[config.mk]
export PLATFORM = sky130hd
export DESIGN_NAME = pix_overlay_arbiter
export DESIGN_NICKNAME = d
export VERILOG_FILES = /design/src/rtl/pix_ovl_pkg.sv /design/src/rtl/pix_ovl_lut.sv /design/src/rtl/pix_ovl_phase.sv /design/src/rtl/pix_ovl_mux.sv /design/src/rtl/pix_overlay_arbiter.sv
export SDC_FILE = /design/constraint.sdc
export NUM_CORES = 1
export LEC_CHECK = 0
export ABC_AREA = 1
export BUFFER_PORTS_ARGS = -buffer_cell sky130_fd_sc_hd__buf_2
export CAP_MARGIN = 20
export CORE_MARGIN = 2
export CORE_UTILIZATION = 31
export CTS_BUF_LIST = sky130_fd_sc_hd__clkbuf_8 sky130_fd_sc_hd__clkbuf_16
export CTS_CLUSTER_SIZE = 12
export DETAILED_ROUTE_END_ITERATION = 16
export GPL_TIMING_DRIVEN = 0
export HOLD_SLACK_MARGIN = 0.02
export SLEW_MARGIN = 20
export SYNTH_ARGS = -nofsm -noshare
export SYNTH_HDL_FRONTEND = slang
export SYNTH_SLANG_ARGS = --single-unit
[constraint.sdc]
create_clock -name clk -period 2.6 [get_ports clk]
set_input_delay 0.13 -clock clk [delete_from_list [all_inputs] [get_ports clk]]
set_output_delay 0.13 -clock clk [all_outputs]
set_load 0.05 [all_outputs]
[src/rtl/pix_ovl_pkg.sv]
package pix_ovl_pkg;

    typedef enum logic [2:0] {
        PH_BLANK,
        PH_CB,
        PH_Y0,
        PH_CR,
        PH_Y1,
        PH_PAIR0,
        PH_PAIR1
    } phase_t;

    typedef struct packed {
        logic [7:0] y;
        logic [7:0] cb;
        logic [7:0] cr;
    } lut_entry_t;

    // Sample that opens a chroma pair (even, co-sited pixel)
    function automatic logic is_pair_lead(phase_t p);
        return (p == PH_CB) || (p == PH_PAIR0);
    endfunction

    // Sample that carries a luma value (one per pixel)
    function automatic logic is_luma(phase_t p);
        return (p == PH_Y0) || (p == PH_Y1) || (p == PH_PAIR0) || (p == PH_PAIR1);
    endfunction

    function automatic logic is_dual_phase(phase_t p);
        return (p == PH_PAIR0) || (p == PH_PAIR1);
    endfunction

endpackage

[src/rtl/pix_ovl_lut.sv]
module pix_ovl_lut
    import pix_ovl_pkg::*;
#(
    parameter int ENTRIES = 8,
    parameter int NRD     = 4,
    localparam int AW     = $clog2(ENTRIES)
) (
    input  logic                      clk,
    input  logic                      we,
    input  logic [AW-1:0]             waddr,
    input  lut_entry_t                wdata,
    input  logic [NRD-1:0][AW-1:0]    raddr,
    output lut_entry_t [NRD-1:0]      rdata
);

    lut_entry_t mem [ENTRIES];

    always_ff @(posedge clk) begin
        if (we) begin
            mem[waddr] <= wdata;
        end
    end

    for (genvar g = 0; g < NRD; g++) begin : g_rd
        assign rdata[g] = mem[raddr[g]];
    end

endmodule

[src/rtl/pix_ovl_phase.sv]
module pix_ovl_phase
    import pix_ovl_pkg::*;
#(
    parameter int ACTIVE_PIX = 720,
    parameter int NBARS      = 8,
    localparam int BAR_PIX   = ACTIVE_PIX / NBARS,
    localparam int CW        = $clog2(BAR_PIX),
    localparam int BW        = $clog2(NBARS)
) (
    input  logic          clk,
    input  logic          rst_n,
    input  logic          dual,
    input  logic          active,
    input  logic          line_start,
    output phase_t        phase,
    output logic [BW-1:0] bar_luma,
    output logic [BW-1:0] bar_chroma
);

    phase_t          state_q;
    phase_t          nxt;
    phase_t          first;
    logic            restart;
    logic [CW-1:0]   cnt_q;
    logic [CW-1:0]   cnt_cur;
    logic [BW-1:0]   bar_q;
    logic [BW-1:0]   bar_cur;
    logic [BW-1:0]   pair_bar_q;

    assign first = dual ? PH_PAIR0 : PH_CB;

    // next-state (phase of the sample now in the input stage)
    always_comb begin
        nxt = PH_BLANK;
        if (!active) begin
            nxt = PH_BLANK;
        end else if (line_start) begin
            nxt = first;
        end else begin
            unique case (state_q)
                PH_BLANK: nxt = first;
                PH_CB:    nxt = PH_Y0;
                PH_Y0:    nxt = PH_CR;
                PH_CR:    nxt = PH_Y1;
                PH_Y1:    nxt = PH_CB;
                PH_PAIR0: nxt = PH_PAIR1;
                PH_PAIR1: nxt = PH_PAIR0;
                default:  nxt = first;
            endcase
            if (dual != is_dual_phase(nxt)) begin
                nxt = first;
            end
        end
    end

    assign restart    = line_start || (state_q == PH_BLANK);
    assign cnt_cur    = restart ? '0 : cnt_q;
    assign bar_cur    = restart ? '0 : bar_q;
    assign phase      = nxt;
    assign bar_luma   = bar_cur;
    assign bar_chroma = is_pair_lead(nxt) ? bar_cur : pair_bar_q;

    // state register
    always_ff @(posedge clk or negedge rst_n) begin
        if (!rst_n) begin
            state_q <= PH_BLANK;
        end else begin
            state_q <= nxt;
        end
    end

    // pixel position within the line
    always_ff @(posedge clk or negedge rst_n) begin
        if (!rst_n) begin
            cnt_q      <= '0;
            bar_q      <= '0;
            pair_bar_q <= '0;
        end else if (nxt != PH_BLANK) begin
            if (is_luma(nxt) && (cnt_cur == CW'(BAR_PIX - 1))) begin
                cnt_q <= '0;
                bar_q <= (bar_cur == BW'(NBARS - 1)) ? bar_cur : BW'(bar_cur + 1'b1);
            end else if (is_luma(nxt)) begin
                cnt_q <= CW'(cnt_cur + 1'b1);
                bar_q <= bar_cur;
            end else begin
                cnt_q <= cnt_cur;
                bar_q <= bar_cur;
            end
            if (is_pair_lead(nxt)) begin
                pair_bar_q <= bar_cur;
            end
        end
    end

endmodule

[src/rtl/pix_ovl_mux.sv]
module pix_ovl_mux
    import pix_ovl_pkg::*;
(
    input  phase_t      phase,
    input  logic        bars,
    input  logic        key_l,
    input  logic        key_c,
    input  logic [7:0]  vid_a,
    input  logic [7:0]  vid_b,
    input  lut_entry_t  ovl_l,
    input  lut_entry_t  ovl_c,
    input  lut_entry_t  bar_l,
    input  lut_entry_t  bar_c,
    output logic [7:0]  out_a,
    output logic [7:0]  out_b
);

    logic [7:0] luma_a;
    logic [7:0] luma_dual;

    assign luma_a    = key_l ? ovl_l.y : (bars ? bar_l.y : vid_a);
    assign luma_dual = luma_a;

    always_comb begin
        out_a = vid_a;
        out_b = vid_b;
        unique case (phase)
            PH_BLANK: begin
                out_a = vid_a;
            end
            PH_CB: out_a = key_c ? ovl_c.cb : (bars ? bar_c.cb : vid_a);
            PH_CR: out_a = key_c ? ovl_c.cr : (bars ? bar_c.cr : vid_a);
            PH_Y0, PH_Y1: out_a = luma_a;
            PH_PAIR0: begin
                out_a = luma_dual;
                out_b = key_c ? ovl_c.cb : (bars ? bar_c.cb : vid_b);
            end
            PH_PAIR1: begin
                out_a = luma_dual;
                out_b = key_c ? ovl_c.cr : (bars ? bar_c.cr : vid_b);
            end
            default: begin
                out_a = vid_a;
            end
        endcase
    end

endmodule

[src/rtl/pix_overlay_arbiter.sv]
module pix_overlay_arbiter
    import pix_ovl_pkg::*;
#(
    parameter int ACTIVE_PIX  = 720,
    parameter int LUT_ENTRIES = 8,
    localparam int IW         = $clog2(LUT_ENTRIES),
    localparam int NPATH      = 2
) (
    input  logic          clk,
    input  logic          rst_n,
    input  logic          cfg_dual,
    input  logic          cfg_enc_key_off,
    input  logic          cfg_bars,
    input  logic          lut_we,
    input  logic [IW-1:0] lut_addr,
    input  logic [23:0]   lut_wdata,
    input  logic          vid_active,
    input  logic          vid_line_start,
    input  logic [7:0]    vid_a,
    input  logic [7:0]    vid_b,
    input  logic          ovl_key,
    input  logic [IW-1:0] ovl_idx,
    output logic [7:0]    enc_a,
    output logic [7:0]    enc_b,
    output logic [7:0]    rgb_a,
    output logic [7:0]    rgb_b
);

    // input stage
    logic          s1_active;
    logic          s1_line_start;
    logic [7:0]    s1_a;
    logic [7:0]    s1_b;
    logic          s1_key;
    logic [IW-1:0] s1_idx;

    // even-pixel hold for chroma
    logic          pair_key_q;
    logic [IW-1:0] pair_idx_q;

    phase_t        phase;
    logic [IW-1:0] bar_luma;
    logic [IW-1:0] bar_chroma;
    logic          key_c_raw;
    logic [IW-1:0] idx_c;

    logic [3:0][IW-1:0] rd_addr;
    lut_entry_t [3:0]   rd_data;

    logic [7:0] path_a [NPATH];
    logic [7:0] path_b [NPATH];

    always_ff @(posedge clk or negedge rst_n) begin
        if (!rst_n) begin
            s1_active     <= 1'b0;
            s1_line_start <= 1'b0;
            s1_a          <= '0;
            s1_b          <= '0;
            s1_key        <= 1'b0;
            s1_idx        <= '0;
        end else begin
            s1_active     <= vid_active;
            s1_line_start <= vid_line_start;
            s1_a          <= vid_a;
            s1_b          <= vid_b;
            s1_key        <= ovl_key;
            s1_idx        <= ovl_idx;
        end
    end

    pix_ovl_phase #(
        .ACTIVE_PIX (ACTIVE_PIX),
        .NBARS      (LUT_ENTRIES)
    ) phase_i (
        .clk        (clk),
        .rst_n      (rst_n),
        .dual       (cfg_dual),
        .active     (s1_active),
        .line_start (s1_line_start),
        .phase      (phase),
        .bar_luma   (bar_luma),
        .bar_chroma (bar_chroma)
    );

    assign key_c_raw = is_pair_lead(phase) ? s1_key : pair_key_q;
    assign idx_c     = is_pair_lead(phase) ? s1_idx : pair_idx_q;

    always_ff @(posedge clk or negedge rst_n) begin
        if (!rst_n) begin
            pair_key_q <= 1'b0;
            pair_idx_q <= '0;
        end else if (is_pair_lead(phase)) begin
            pair_key_q <= s1_key;
            pair_idx_q <= s1_idx;
        end
    end

    assign rd_addr[0] = s1_idx;
    assign rd_addr[1] = idx_c;
    assign rd_addr[2] = bar_luma;
    assign rd_addr[3] = bar_chroma;

    pix_ovl_lut #(
        .ENTRIES (LUT_ENTRIES),
        .NRD     (4)
    ) lut_i (
        .clk   (clk),
        .we    (lut_we),
        .waddr (lut_addr),
        .wdata (lut_entry_t'(lut_wdata)),
        .raddr (rd_addr),
        .rdata (rd_data)
    );

    // path 0: encoder (key may be masked), path 1: RGB (always keyed)
    for (genvar p = 0; p < NPATH; p++) begin : g_path
        logic mask;
        if (p == 0) begin : g_enc
            assign mask = cfg_enc_key_off;
        end else begin : g_rgb
            assign mask = 1'b0;
        end
        pix_ovl_mux mux_i (
            .phase (phase),
            .bars  (cfg_bars),
            .key_l (s1_key & ~mask),
            .key_c (key_c_raw & ~mask),
            .vid_a (s1_a),
            .vid_b (s1_b),
            .ovl_l (rd_data[0]),
            .ovl_c (rd_data[1]),
            .bar_l (rd_data[2]),
            .bar_c (rd_data[3]),
            .out_a (path_a[p]),
            .out_b (path_b[p])
        );
    end

    always_ff @(posedge clk or negedge rst_n) begin
        if (!rst_n) begin
            enc_a <= '0;
            enc_b <= '0;
            rgb_a <= '0;
            rgb_b <= '0;
        end else begin
            enc_a <= path_a[0];
            enc_b <= path_b[0];
            rgb_a <= path_a[1];
            rgb_b <= path_b[1];
        end
    end

endmodule

## Word-level counts from Yosys, hierarchy flattened

Memory sizes are Yosys's and may differ from the RTL's.
Cells that the tools add are included.

- Bitwise logic cells: 3
- Equality and inequality tests: 17
- Reduce and logical (&&, ||, !) cells: 10
- Multiplexer cells: 37
- Add/subtract/negate cells: 2

Operator list:

| cell | count |
|---|---|
| $mux W8 | 15 |
| $pmux W8 S3 | 2 |
| $mux W3 | 11 |
| $pmux W8 S2 | 2 |
| $eq A3 B3 Y1 const B | 9 |
| $mux W7 | 3 |
| $pmux W3 S6 | 1 |
| $eq A3 B2 Y1 const B | 4 |
| $add A7 B1 Y7 const B | 1 |
| $eq A7 B7 Y1 const B | 1 |
| $eq A3 B1 Y1 const B | 2 |
| $logic_or A1 B1 Y1 | 6 |
| $reduce_or A4 Y1 | 1 |
| $add A3 B1 Y3 const B | 1 |
| $logic_not A3 Y1 | 1 |
| $mux W1 | 3 |
| $reduce_bool A3 Y1 | 1 |
| $and A1 B1 Y1 | 2 |
| $logic_and A1 B1 Y1 | 1 |
| $ne A1 B1 Y1 | 1 |
| $not A1 Y1 | 1 |

- Memories kept: 1
- Word-level logic and storage cells: 86
- RAM bits: 192
- Flip-flop bits (word level): 74

Memory list:

| memory | words | width | read ports | clocked after memory_dff | write ports | line | RTL |
|---|---|---|---|---|---|---|---|
| lut_i.mem | 8 | 24 | 4 | 0 | 1 | pix_ovl_lut.sv:16 | `lut_entry_t mem [ENTRIES];` |

## Depth between registers and ports, before layout

Gate-level depths: netlist (run 1).
An unclocked memory read counts as a cell.

- Word-level depth: 17
- Mapped depth: 19

## Modules after synthesis

A second synthesis (run 1) with hierarchy kept.

- Cells, all modules: 2962
- Area total of the unflattened synthesis: 19054.5 um2

Modules (own cells, without submodules):

| module | area each (um2) | cells each | times used |
|---|---|---|---|
| pix_ovl_lut | 14069.7 | 2189 | 1 |
| pix_ovl_mux | 1114.8 | 259 | 2 |
| pix_overlay_arbiter | 1537.7 | 77 | 1 |
| pix_ovl_phase | 1217.4 | 178 | 1 |

## Worst setup path before layout (run 1)

No wires, ideal clock.

- Path type: register -> register
- Start point: reg phase_i.state_q[1]
- End point: reg rgb_b[2]
- Setup slack: 0.353 ns
- Path buffers: 2
- Arrival: 2.123 ns
- Cell stages (with the launch flop): 15
- Setup time: 0.124 ns
- Clock period less this slack: 2.247 ns
- Path through: dfrtp_1 -> a21oi_1 -> nand4_2 -> nand3_4 -> buf_12 -> nand2_2 -> o21ai_4 -> inv_2 -> buf_2 -> nand3_1 -> nand3_1 -> o21ai_1 -> nand2_1 -> nand2_1 -> nand3_1

- Word-level cells in the longest chain between the ends: 17
- Elaborated cells between the ends (all ways): 32
- Classes of those cells: eq/ne: 12; mux: 15; reduce/logical: 4; memory: 1

RTL lines:

| item | line | RTL |
|---|---|---|
| start: declaration | pix_ovl_phase.sv:20 | `phase_t state_q;` |
| start signal: assignment | pix_ovl_phase.sv:68 | `state_q <= nxt;` |
| $eq A3 B3 Y1 (tied with other cells) | pix_ovl_phase.sv:40 | `unique case (state_q)` |
| $pmux W3 S6 | pix_ovl_phase.sv:40 |  |
| $mux W3 | pix_ovl_phase.sv:37 | `end else if (line_start) begin` |
| $mux W3 | pix_ovl_phase.sv:35 | `if (!active) begin` |
| $eq A3 B3 Y1 | pix_ovl_pkg.sv:30 | `return (p == PH_PAIR0) \|\| (p == PH_PAIR1);` |
| $logic_or A1 B1 Y1 | pix_ovl_pkg.sv:30 |  |
| $ne A1 B1 Y1 | pix_ovl_phase.sv:50 | `if (dual != is_dual_phase(nxt)) begin` |
| $mux W3 | pix_ovl_phase.sv:50 |  |
| $mux W3 | pix_ovl_phase.sv:37 |  |
| $mux W3 | pix_ovl_phase.sv:35 |  |
| $eq A3 B1 Y1 or $eq A3 B3 Y1 (tied branches) | pix_ovl_pkg.sv:21, pix_ovl_mux.sv:27 |  |
| $logic_or A1 B1 Y1 | pix_ovl_pkg.sv:21 | `return (p == PH_CB) \|\| (p == PH_PAIR0);` |
| $mux W3 | pix_ovl_phase.sv:61 | `assign bar_chroma = is_pair_lead(nxt) ? bar_cur : pair_bar_q;` |
| $mem_v2 Z8 W24 | -- |  |
| $mux W8 (on tied branches) (2 in a row) | pix_ovl_mux.sv:40, pix_ovl_mux.sv:36 |  |
| $pmux W8 S2 * | pix_ovl_mux.sv:27 | `unique case (phase)` |
| named net g_path[1].mux_i.out_b[2] | pix_ovl_mux.sv:15 | `output logic [7:0] out_b` |
| end signal: assignment | pix_overlay_arbiter.sv:149 | `rgb_b <= path_b[1];` |
| end: declaration | pix_overlay_arbiter.sv:26 | `output logic [7:0] rgb_b` |

Mark *: on every way through the listed nets, which the timed path passes. The rest lies on a longest branch. The select of a mux whose other input is x is not followed.
A chain may end at the register's enable or synchronous reset.

## Worst setup path in the final report (run 1)

- Start point: reg phase_i.state_q[0]
- End point: reg rgb_a[4]

- Word-level cells in the longest chain between the ends: 17
- Elaborated cells between the ends (all ways): 38
- Classes of those cells: eq/ne: 15; mux: 17; reduce/logical: 5; memory: 1

RTL lines:

| item | line | RTL |
|---|---|---|
| $eq A3 B3 Y1 (tied with other cells) | pix_ovl_phase.sv:40 |  |
| $pmux W3 S6 | pix_ovl_phase.sv:40 |  |
| $mux W3 | pix_ovl_phase.sv:37 |  |
| $mux W3 | pix_ovl_phase.sv:35 |  |
| $eq A3 B3 Y1 | pix_ovl_pkg.sv:30 |  |
| $logic_or A1 B1 Y1 | pix_ovl_pkg.sv:30 |  |
| $ne A1 B1 Y1 | pix_ovl_phase.sv:50 |  |
| $mux W3 | pix_ovl_phase.sv:50 |  |
| $mux W3 | pix_ovl_phase.sv:37 |  |
| $mux W3 | pix_ovl_phase.sv:35 |  |
| $eq A3 B1 Y1 or $eq A3 B3 Y1 (tied branches) | pix_ovl_pkg.sv:21, pix_ovl_mux.sv:27 |  |
| $logic_or A1 B1 Y1 | pix_ovl_pkg.sv:21 |  |
| $mux W3 | pix_ovl_phase.sv:61 |  |
| $mem_v2 Z8 W24 | -- |  |
| $mux W8 (on tied branches) (2 in a row) | pix_ovl_mux.sv:32, pix_ovl_mux.sv:31 |  |
| $pmux W8 S3 * | pix_ovl_mux.sv:27 |  |
| named net g_path[1].mux_i.out_a[4] | pix_ovl_mux.sv:14 | `output logic [7:0] out_a,` |
| end signal: assignment | pix_overlay_arbiter.sv:148 | `rgb_a <= path_a[1];` |
| end: declaration | pix_overlay_arbiter.sv:25 | `output logic [7:0] rgb_a,` |

Marked as above.

==> reports/results.txt, run 1 <==
Status = finished, violations left
Failing checks = setup timing
Commonest non-fill, non-tap cell in the layout = nand2_1
Syn_area_per_cell = 8.45 um2
# DRC = 0
Pre-CTS setup slack = -0.850 ns
RSZ-0062 raised after global routing = yes
Critical path type = flip-flop to flip-flop
Total track usage = 22.8%
Nets = 1,940
CTS buffer count = 31
Dpl hpwl = 36.9 mm
Share of layout cells above drive strength 1 = 27.9%
Worst Skew = 0.0285 ns
Worst Tran Pin Value = 1.13 ns
Clk buf depth = 3
Worst Path Arrival = 3.22 ns
Ant. Diodes = 0
Slew HR = 24.9%
Starting Density = 31.3%
I/O pin cnt = 87
CTS H-tree depth = 1
Skew-Pair Late Insertion Delay = 0.60 ns
CP required = 2.98 ns
Clock transition at path regs = 0.06 ns
Post-Syn Nets = 1,693
ANT nets after route = 0
Count of pins over their slew limit = 0
CTS tree = done
Port bufs = 85
Tmin final = 2.84 ns
Die width = 215 um
Largest cells by area after synthesis = edfxtp_1, nand2_1, dfrtp_1
Critical path launch point type = flip-flop
Syn Inst Count = 1,635
Site Rows = 77
Cell area after synthesis = 13,800 um2
Lkg Pwr = 0.00797 uW
Final worst slack = -0.237 ns
First-pass GRT wire length = 79.6 mm
Max Cap Viol = 0
Fin crit share = 109%
Clock root cell = clkbuf_16
Area grow syn2layout = 39.2%
DR pass1 iterations = 6
Critical path capture point type = flip-flop
Most frequent cells in the layout = nand2_1, edfxtp_1, nand3_1
Maximum resistive drop on vdd = 0.484 mV
Final setup vio count = 32
Die area = 46,300 um2
Initial antenna violation count = 0
Drt first-iter violations = 1,794
Die H = 215 um
Worst-path fanout max = 8
Cell variety after synth = 40
Hold Fails Final Rpt = 0
Gpl congestion = 0.960
Synth Register Bits = 266
Yosys warns = 0
Vias in the first global route = 12,800
Fmax = 353 MHz
Via count = 13,600
Sequential share of the synthesized area = 55.1%
Total clock sinks = 266
Pwr per Cell Area = 654 nW/um2
Detailed Route WL = 55.9 mm
Fillers = 4,222
Wirelength per Cell = 22.4 um
Via-to-Cell Ratio = 5.44
Post-synth top area share = 41.7%
GRT overflow = 0
Largest net degree at the start of global routing = 49
Final Util = 43.6%
Total Power = 12,600 uW
Post-synth top area cell = edfxtp_1
Min-Delay Path Class = input port to asynchronous set/reset pin
Core Region = 44,100 um2
==> kinds of logic after synthesis <==
group,after synthesis,synth area share [%]
xor+xnor,4,0.254
compound gates,161,6.77
fa+ha+maj,3,0.272
simple gates,1009,31.5
buf+inv,192,6.08
flops,266,55.1
==> worst paths after layout <==
path | endpoint | start | cells after the start | slack [ns]
min in group clk | lut_i.mem[7][16]$_DFFE_PP_ | lut_addr[1] | 3 | 0.14
max in group asynchronous | phase_i.state_q[2]$_DFF_PN0_ | rst_n | 3 | 1.92
max reg2reg | rgb_a[4]$_DFF_PN0_ | phase_i.state_q[0]$_DFF_PN0_ | 18 | -0.24
max | rgb_a[4]$_DFF_PN0_ | phase_i.state_q[0]$_DFF_PN0_ | 18 | -0.24
min reg2reg | phase_i.cnt_q[6]$_DFFE_PN0P_ | phase_i.cnt_q[6]$_DFFE_PN0P_ | 2 | 0.53
min | rgb_b[6]$_DFF_PN0_ | rst_n | 2 | 0.05
==> flip-flops by register name, summed over array words and instances (netlist names), 7 cells and up <==
signal         cells
lut_i.mem        192
enc_a              8
enc_b              8
rgb_a              8
rgb_b              8
s1_a               8
s1_b               8
phase_i.cnt_q      7
==> power by group <==
| part | switching, uW | internal, uW |
|---|---|---|
| sequential | 112 | 4770 |
| clock | 1810 | 2600 |
| combinational | 2140 | 1140 |
==> cell type report <==
| cell class | instances | area, um2 | share of cell area, % |
|---|---|---|---|
| buffer | 91 | 807 | 4.20 |
| clock buffer | 36 | 878 | 4.57 |
| clock inverter | 22 | 165 | 0.859 |
| inverter | 100 | 385 | 2.00 |
| multi-input combinational | 1180 | 6620 | 34.4 |
| sequential | 266 | 7620 | 39.6 |
| tap | 592 | 741 | 3.85 |
| timing repair buffer | 212 | 2020 | 10.5 |
==> stage by stage <==
step / hold slack, ns / cell area (um2) / cells / TNS [ns]
floorplan: -0.166 / 13800 / 1635 / 0
global placement: 0.238 / 15000 / 2312 / -137.09
detailed placement: 0.113 / 15200 / 2321 / -22.62
CTS: 0.0348 / 18400 / 2481 / -1.72
global route: 0.0805 / 19200 / 2499 / -7.15
finish: 0.0500 / 19200 / 2499 / -4.28
==> worst max-delay path: stages (launching register included) <==
cell and delay [ns]:
dfrtp_2 0.47, nor2_4 0.17, nor2_2 0.05, nand2_2 0.11, nand4_4 0.20, nand3_4 0.17
buf_12 0.13, buf_12 0.12, nand2_4 0.05, o21ai_4 0.06, buf_12 0.17, buf_8 0.14
nand3_2 0.10, nand3_4 0.11, nand3_4 0.11, nand2_2 0.12, nand2_1 0.05, nand2_1 0.07
nand4_1 0.20
==> synthesized netlist by cell type <==
| library cell | count |
|---|---|
| a21oi_1 | 74 |
| nand4_1 | 21 |
| o21ai_2 | 9 |
| nand3_4 | 1 |
| o211ai_1 | 6 |
| xor2_1 | 4 |
| a32oi_1 | 5 |
| ha_1 | 3 |
| nand4_2 | 1 |
| inv_1 | 87 |
| nand3_2 | 4 |
| buf_2 | 37 |
| o32ai_1 | 1 |
| nand3_1 | 290 |
| a22oi_1 | 2 |
| edfxtp_1 | 192 |
| buf_4 | 11 |
| nand2_1 | 633 |
| o21ai_1 | 12 |
| buf_12 | 1 |
| nand2_4 | 1 |
| dfrtp_1 | 74 |
| nand2_2 | 11 |
| clkbuf_1 | 38 |
| o21ai_4 | 1 |
| buf_6 | 2 |
| nor2_2 | 5 |
| nor2_1 | 25 |
| or2_2 | 9 |
| o21ai_0 | 37 |
| a31oi_1 | 1 |
| a32o_1 | 3 |
| nor3_1 | 6 |
| nand4_4 | 1 |
| nor4_1 | 1 |
| inv_2 | 6 |
| buf_1 | 3 |
| o22ai_1 | 5 |
| clkinv_1 | 7 |
| a311oi_1 | 5 |
==> metal layers <==
| metal | up-vias | GRT usage, % | wire, um |
|---|---|---|---|
| met1 | 6510 | 31.2 | 22200 |
| met4 | 0 | 10.0 | 2860 |
| met2 | 831 | 35.3 | 24600 |
| li1 | 6032 | - | - |
| met3 | 212 | 4.35 | 6260 |
| met5 | - | 0 | 0 |
==> repair_timing <==
action                                  4_1_cts  5_1_grt
resized for setup                           256      134
endpoints found under the setup margin       34       34
buffers inserted                             48       10
gates cloned                                  7       10
hold buffers                                 48        0
hold endpoints to repair                    289        0
pin swaps                                    49       72
No activity file was read; power rests on OpenSTA's default activity.
==> run 2, diff against run 1 <==
==> constraint.sdc (replaced) <==
create_clock -name clk -period 2.8 [get_ports clk]
set_input_delay 0.14 -clock clk [delete_from_list [all_inputs] [get_ports clk]]
set_output_delay 0.14 -clock clk [all_outputs]
set_load 0.05 [all_outputs]
==> run 2 against run 1 <==
Net effect:
- the run still ends with setup timing left
- register-to-register slack better by 0.19 ns
- final cell count fell by 1.2%
- die area did not move
- via count decreased by 2.1%
- combinational power is 17% lower
- clock power is 6.8% lower
- maximum frequency fell by 0.51%
- first-iteration DRC count decreased by 7.3%
- routed wire length shrank 3.2%
- cell area down 4.6%
- largest cell class unchanged
==> reports/results.txt, run 2 (same netlist as run 1, synthesis figures left out) <==
Port bufs = 85 (unchanged)
Critical path capture point type = flip-flop
Final setup vio count = 10 (-69%)
Site Rows = 77 (unchanged)
Internal power = 7720 uW (-9.3%)
Status = finished, violations left
Slew HR = 31.0% (+6.1 points)
Drt first-iter violations = 1,663 (-7.3%)
Area grow syn2layout = 32.8%
Final worst slack = -0.0511 ns (+0.186 ns)
Most frequent cells in the layout = nand2_1, nand3_1, edfxtp_1
Skew-Pair Late Insertion Delay = 0.61 ns (about the same)
Clock root cell = clkbuf_16
Worst-path fanout max = 8 (unchanged)
Detailed Route WL = 54.2 mm (-3.2%)
Total track usage = 22.3% (-0.54 points)
Worst Setup SP = phase_i.state_q[0]$_DFF_PN0_
GRT overflow = 0 (unchanged)
Tmin final = 2.85 ns (+0.0145 ns)
CTS buffer count = 31 (unchanged)
RSZ-0062 raised after global routing = yes
DR pass1 iterations = 6 (unchanged)
Terminus of the critical flop-to-flop path = rgb_a[5]$_DFF_PN0_
First-pass GRT wire length = 77.6 mm (-2.5%)
Min-Delay Path Class = input port to asynchronous set/reset pin
Total clock sinks = 266 (unchanged)
Crit path capture = rgb_a[5]$_DFF_PN0_
CTS tree = done
Reg2reg start = phase_i.state_q[0]$_DFF_PN0_
Ant. Diodes = 0 (unchanged)
Via-to-Cell Ratio = 5.39 (-0.85%)
Initial antenna violation count = 0 (unchanged)
Die area = 46,300 um2 (unchanged)
Critical path type = flip-flop to flip-flop
Clock power frac = 36.2% (+1.1 points)
Dpl hpwl = 36.9 mm (unchanged)
Multi-input logic area = 6190 um2 (-6.4%)
I/O pin cnt = 87 (unchanged)
Pwr per Cell Area = 619 nW/um2 (-5.3%)
Hold Fails Final Rpt = 0 (unchanged)
Fmax = 351 MHz (-0.51%)
Vias in the first global route = 12,400 (-3.3%)
Gpl congestion = 0.960 (unchanged)
Post-Place Cells = 2,321 (unchanged)
Worst Skew = 0.0351 ns (+0.00658 ns)
Failing checks = setup timing
Max Cap Viol = 0 (unchanged)
Final Non-Filler Cells = 2,468 (-1.2%)
Starting Density = 31.3% (unchanged)
Lkg Pwr = 0.00758 uW (-4.9%)
# DRC = 0 (unchanged)
Die H = 215 um (unchanged)
Worst Tran Pin Value = 1.04 ns (-0.0918 ns)
Die width = 215 um (unchanged)
Count of pins over their slew limit = 0 (unchanged)
Logic pwr share = 23.9% (-2.1 points)
Wirelength per Cell = 22.0 um (-1.9%)
Core Region = 44,100 um2 (unchanged)
Sequential cell area = 7620 um2 (unchanged)
Share of layout cells above drive strength 1 = 22.5% (-5.5 points)
Maximum resistive drop on vdd = 0.427 mV (-12%)
Max FFs per register = 192 (unchanged)
Fin crit share = 102% (-7.3 points)
Clock transition at path regs = 0.07 ns (about the same)
Largest net degree at the start of global routing = 49 (unchanged)
Total Power = 11,400 uW (-9.7%)
Register share of total power = 39.9% (+1.0 points)
Reg2reg setup slack = -0.05 ns (+0.19 ns)
Critical path launch point type = flip-flop
Worst Path Arrival = 3.24 ns (+0.02 ns)
Depth of the worst register-to-register path = 17 (-1)
ANT nets after route = 0 (unchanged)
Clk buf depth = 3 (unchanged)
Fillers = 4,340 (+2.8%)
Commonest non-fill, non-tap cell in the layout = nand2_1
Via count = 13,300 (-2.1%)
NetSw = 3640 uW (-10%)
Sw Share = 32.0% (-0.27 points)
CTS H-tree depth = 1 (unchanged)
Biggest register = lut_i.mem
CP required = 3.19 ns (+0.21 ns)
Nets = 1,909 (-1.6%)
run 2: how the worst min path moves through the flow:
stage	start	end	slack [ns]	cells after the start
CTS	rst_n	rgb_b[6]$_DFF_PN0_	0.04	2
detailed placement	rst_n	enc_b[4]$_DFF_PN0_	0.12	1
global placement	vid_b[2]	s1_b[2]$_DFF_PN0_	0.25	1
finish	rst_n	rgb_b[6]$_DFF_PN0_	0.05	2
global route	rst_n	enc_b[7]$_DFF_PN0_	0.08	2
floorplan	rst_n	enc_a[0]$_DFF_PN0_	-0.16	0
run 2: power by group through the flow:
stage | sequential, uW | clock (uW) | combinational, uW
global placement | 4600 | 0 | 2110
CTS | 4530 | 4130 | 2420
finish | 4530 | 4110 | 2720
floorplan | 4800 | 0 | 1120
global route | 4550 | 4290 | 2850
detailed placement | 4600 | 0 | 2150
run 2: per-stage QoR:
stage	setup slack (ns)	TNS [ns]	instance area, um2	util (%)	hold WS [ns]
4_1_cts	-0.0156	-0.0420	17400	39.4	0.0448
5_1_grt	-0.116	-1.40	18300	41.6	0.0832
2_1_floorplan	0.553	0	13800	-	-0.156
3_5_place_dp	-0.650	-16.15	15200	34.5	0.123
6_report	-0.0511	-0.323	18300	41.6	0.0539
3_3_place_gp	-0.605	-94.21	15000	33.9	0.248
run 2: what timing repair did:
| item | 4_1_cts | 5_1_grt |
|---|---|---|
| pin swaps | 14 | 41 |
| gates cloned | 4 | 8 |
| gates resized for setup | 109 | 161 |
| setup endpoints to repair | 32 | 39 |
| buffers inserted | 18 | 12 |
| endpoints found under the hold margin | 289 | 0 |
| hold buffers | 48 | 0 |
run 2: worst max-delay path, cell delays in order (launching register included):
cell and delay, ns:
dfrtp_2 0.46, inv_2 0.08, nand2_2 0.07, nand2_2 0.08, nand3_4 0.10, nand4_4 0.18
nand3_4 0.18, clkbuf_16 0.21, o21ai_4 0.17, buf_12 0.17, clkbuf_16 0.17, nand3_1 0.10
nand3_2 0.11, nand3_4 0.12, nand2_2 0.11, nand2_1 0.05, nand2_1 0.06, nand4_1 0.18
run 2: final cells by class:
cell class,count,share of cell area (%)
flip-flops and latches,266,41.5
multi-input cells,1179,33.8
repair buffers,182,8.89
clock buffers,36,4.79
well taps,592,4.04
plain buffers,91,4.00
inverters,100,2.07
clock inverters,22,0.900
run 2: per-layer routing:
metal	routed length [um]	vias up	GRT usage, %	part of all wire, %
met1	22500	6367	31.3	41
met3	5570	158	3.23	10
met5	0	-	0	0
met2	23500	811	34.2	43
li1	-	5966	-	-
met4	2640	0	9.98	4.9
==> run 3, diff against run 2 <==
--- a/config.mk
+++ b/config.mk
@@ -9,12 +9,13 @@
 export BUFFER_PORTS_ARGS = -buffer_cell sky130_fd_sc_hd__buf_2
 export CAP_MARGIN = 20
 export CORE_MARGIN = 2
-export CORE_UTILIZATION = 31
+export CORE_UTILIZATION = 55
 export CTS_BUF_LIST = sky130_fd_sc_hd__clkbuf_8 sky130_fd_sc_hd__clkbuf_16
 export CTS_CLUSTER_SIZE = 12
 export DETAILED_ROUTE_END_ITERATION = 16
 export GPL_TIMING_DRIVEN = 0
 export HOLD_SLACK_MARGIN = 0.02
+export PLACE_DENSITY = 0.73
 export SLEW_MARGIN = 20
 export SYNTH_ARGS = -nofsm -noshare
 export SYNTH_HDL_FRONTEND = slang
==> run 3 against run 2 <==
Net effect:
- the run still ends with setup timing left
- global-route usage grew 16 points
- sequential cell count is the same
- cell area shrank 4.0%
- non-clock buffer count up 5
- via count grew 1.6%
- combinational power is essentially flat
- highest routed layer unchanged
==> reports/results.txt, run 3 (same netlist as run 1, synthesis figures left out) <==
Total Power = 10,900 uW (-4.1%)
CP required = 3.19 ns (about the same)
Total track usage = 37.8% (+16 points)
Worst Tran Pin Value = 1.05 ns (+0.0178 ns)
Slew HR = 29.8% (-1.2 points)
Skew-Pair Late Insertion Delay = 0.56 ns (-0.05 ns)
Clock transition at path regs = 0.06 ns (about the same)
Min-Delay Path Class = input port to asynchronous set/reset pin
Worst-path fanout max = 7 (-1)
Crit path capture = rgb_a[2]$_DFF_PN0_
Fmax = 351 MHz (about the same)
CP max stage delay = 0.44 ns (-0.02 ns)
Vias in the first global route = 12,500 (+1.2%)
CP Buf/Inv Count = 4 (unchanged)
CTS tree = done
ANT nets after route = 0 (unchanged)
Critical path type = flip-flop to flip-flop
Pwr per Cell Area = 618 nW/um2 (-0.15%)
Worst Skew = 0.0111 ns (-0.0240 ns)
RSZ-0062 raised after global routing = yes
Clk buf depth = 3 (unchanged)
CTS buffer count = 28 (-9.7%)
Internal power = 7450 uW (-3.5%)
Die area = 26,400 um2 (-43%)
Logic pwr share = 24.8% (+0.9 points)
Via count = 13,500 (+1.6%)
NetSw = 3440 uW (-5.5%)
Levels on crit path = 16 (-1)
I/O pin cnt = 87 (unchanged)
Failing checks = setup timing
Max FFs per register = 192 (unchanged)
Sw Share = 31.6% (-0.48 points)
Nets = 1,910 (+0.052%)
Initial antenna violation count = 0 (unchanged)
Area grow syn2layout = 27.5%
Max Cap Viol = 0 (unchanged)
Crit-path cells = inv_1 -> nor2_2 -> nand2_2 -> nand4_4 -> nand3_4 -> clkbuf_16 -> o21ai_4 -> buf_12 -> buf_12 -> nand3_1 -> nand3_2 -> nand3_2 -> nand2_2 -> nand2_1 -> nand2_2 -> nand4_1
Count of pins over their slew limit = 0 (unchanged)
Status = finished, violations left
Site Rows = 57 (-26%)
Maximum resistive drop on vdd = 0.456 mV (+6.8%)
Depth of the worst register-to-register path = 16 (-1)
Drt first-iter violations = 2,485 (+49%)
Ant. Diodes = 0 (unchanged)
Final setup vio count = 5 (-5)
Core Region = 24,500 um2 (-45%)
Largest net degree at the start of global routing = 58 (+18%)
Post-Place Cells = 2,053 (-12%)
Most frequent cells in the layout = nand2_1, nand3_1, edfxtp_1
Total clock sinks = 266 (unchanged)
Critical path capture point type = flip-flop
Terminus of the critical flop-to-flop path = rgb_a[2]$_DFF_PN0_
Share of layout cells above drive strength 1 = 21.4% (-1.1 points)
# DRC = 0 (unchanged)
Final Hold Slack = 0.152 ns (+0.0984 ns)
Reg2reg setup slack = -0.05 ns (about the same)
Wirelength per Cell = 23.5 um (+7.2%)
DR pass1 iterations = 6 (unchanged)
Clock root cell = clkbuf_16
Critical path launch point type = flip-flop
Hold Fails Final Rpt = 0 (unchanged)
Commonest non-fill, non-tap cell in the layout = nand2_1
Fillers = 1,855 (-57%)
Die width = 162 um (-24%)
CTS H-tree depth = 1 (unchanged)
Register share of total power = 41.6% (+1.7 points)
Reg2reg start = phase_i.state_q[2]$_DFF_PN0_
Dpl hpwl = 34.4 mm (-6.6%)
Via-to-Cell Ratio = 6.17 (+14%)
Fin crit share = 102% (about the same)
Delay-heaviest family, CP = simple AND/OR/NAND/NOR gates
Detailed Route WL = 51.6 mm (-4.8%)
Clock power frac = 33.7% (-2.5 points)
Starting Density = 56.5% (+25 points)
First-pass GRT wire length = 74.1 mm (-4.5%)
Final Non-Filler Cells = 2,191 (-11%)
Lkg Pwr = 0.00744 uW (-1.9%)
GRT overflow = 0 (unchanged)
Die H = 162 um (-24%)
Final worst slack = -0.0491 ns (+0.00203 ns)
Tmin final = 2.85 ns (-0.00203 ns)
CP most frequent cell = nand2_2
Worst Setup SP = phase_i.state_q[2]$_DFF_PN0_
Worst Path Arrival = 3.24 ns (about the same)
Biggest register = lut_i.mem
Port bufs = 85 (unchanged)
Gpl congestion = 0.979 (+2.0%)
CP max-delay cell = dfrtp_1
Pre-CTS setup slack = -0.562 ns (+0.0877 ns)
[run 3: changes by cell type in the layout (fill, tap and decap cells not counted), moves of 4 or more]
cell       before  now
o21ai_1        10    6
nand3_4        24   13
buf_12         20   16
nand2_2        35   48
buf_6          17   21
nand3_1       225  248
clkbuf_16      41   34
nand3_2        47   35
nand2_1       603  591
[run 3: power by group through the flow]
stage	logic, uW	registers (uW)	clock network, uW
3_5_place_dp	2120	4590	0
4_1_cts	2260	4520	3680
6_report	2700	4530	3670
5_1_grt	2830	4540	3830
2_1_floorplan	1120	4800	0
3_3_place_gp	2060	4590	0
[run 3: stage by stage]
| stage | area, um2 | util (%) | setup TNS (ns) |
|---|---|---|---|
| floorplan | 13800 | - | 0 |
| global placement | 14600 | 59.9 | -38.57 |
| detailed placement | 14900 | 61.0 | -13.18 |
| CTS | 16600 | 67.8 | -0.0182 |
| global route | 17600 | 72.0 | -2.27 |
| finish | 17600 | 72.0 | -0.0920 |
[run 3: cell type report]
class	count	area [um2]	share of cell area, %
inverter	100	379	2.15
timing repair buffer	186	1660	9.41
tap	324	405	2.30
clock inverter	15	151	0.859
multi-input combinational	1178	5980	34.0
sequential	266	7620	43.3
clock buffer	30	739	4.20
buffer	92	677	3.84
[run 3: what timing repair did]
action / CTS / global route
setup endpoints to repair: 32 / 35
buffers inserted: 9 / 27
pin swaps: 6 / 46
hold buffers: 49 / 0
gates resized for setup: 53 / 169
hold endpoints to repair: 289 / 0
cloned: 1 / 7
[run 3: tightest hold or removal path, stage by stage]
cell           delay (ns)
dlygate4sd3_1        0.53
buf_4                0.15
buf_16               0.27
[run 3: layer usage]
layer,routed length (um),up-vias,global-route usage (%)
li1,-,5950,-
met1,19600,6310,53.9
met2,22500,1072,55.8
met3,7340,185,8.89
met4,2150,0,16.0
met5,0,-,0
[run 3: worst min-delay path by stage]
| stage | start | to | slack, ns | cells past startpoint |
|---|---|---|---|---|
| after detailed placement | rst_n | enc_b[7]$_DFF_PN0_ | 0.04 | 1 |
| after CTS | lut_addr[1] | lut_i.mem[3][23]$_DFFE_PP_ | 0.14 | 3 |
| after global routing | lut_addr[1] | lut_i.mem[3][23]$_DFFE_PP_ | 0.17 | 3 |
| after global placement | vid_a[5] | s1_a[5]$_DFF_PN0_ | 0.25 | 1 |
| final | rst_n | enc_a[6]$_DFF_PN0_ | 0.15 | 3 |
| after floorplan | rst_n | enc_a[0]$_DFF_PN0_ | -0.16 | 0 |
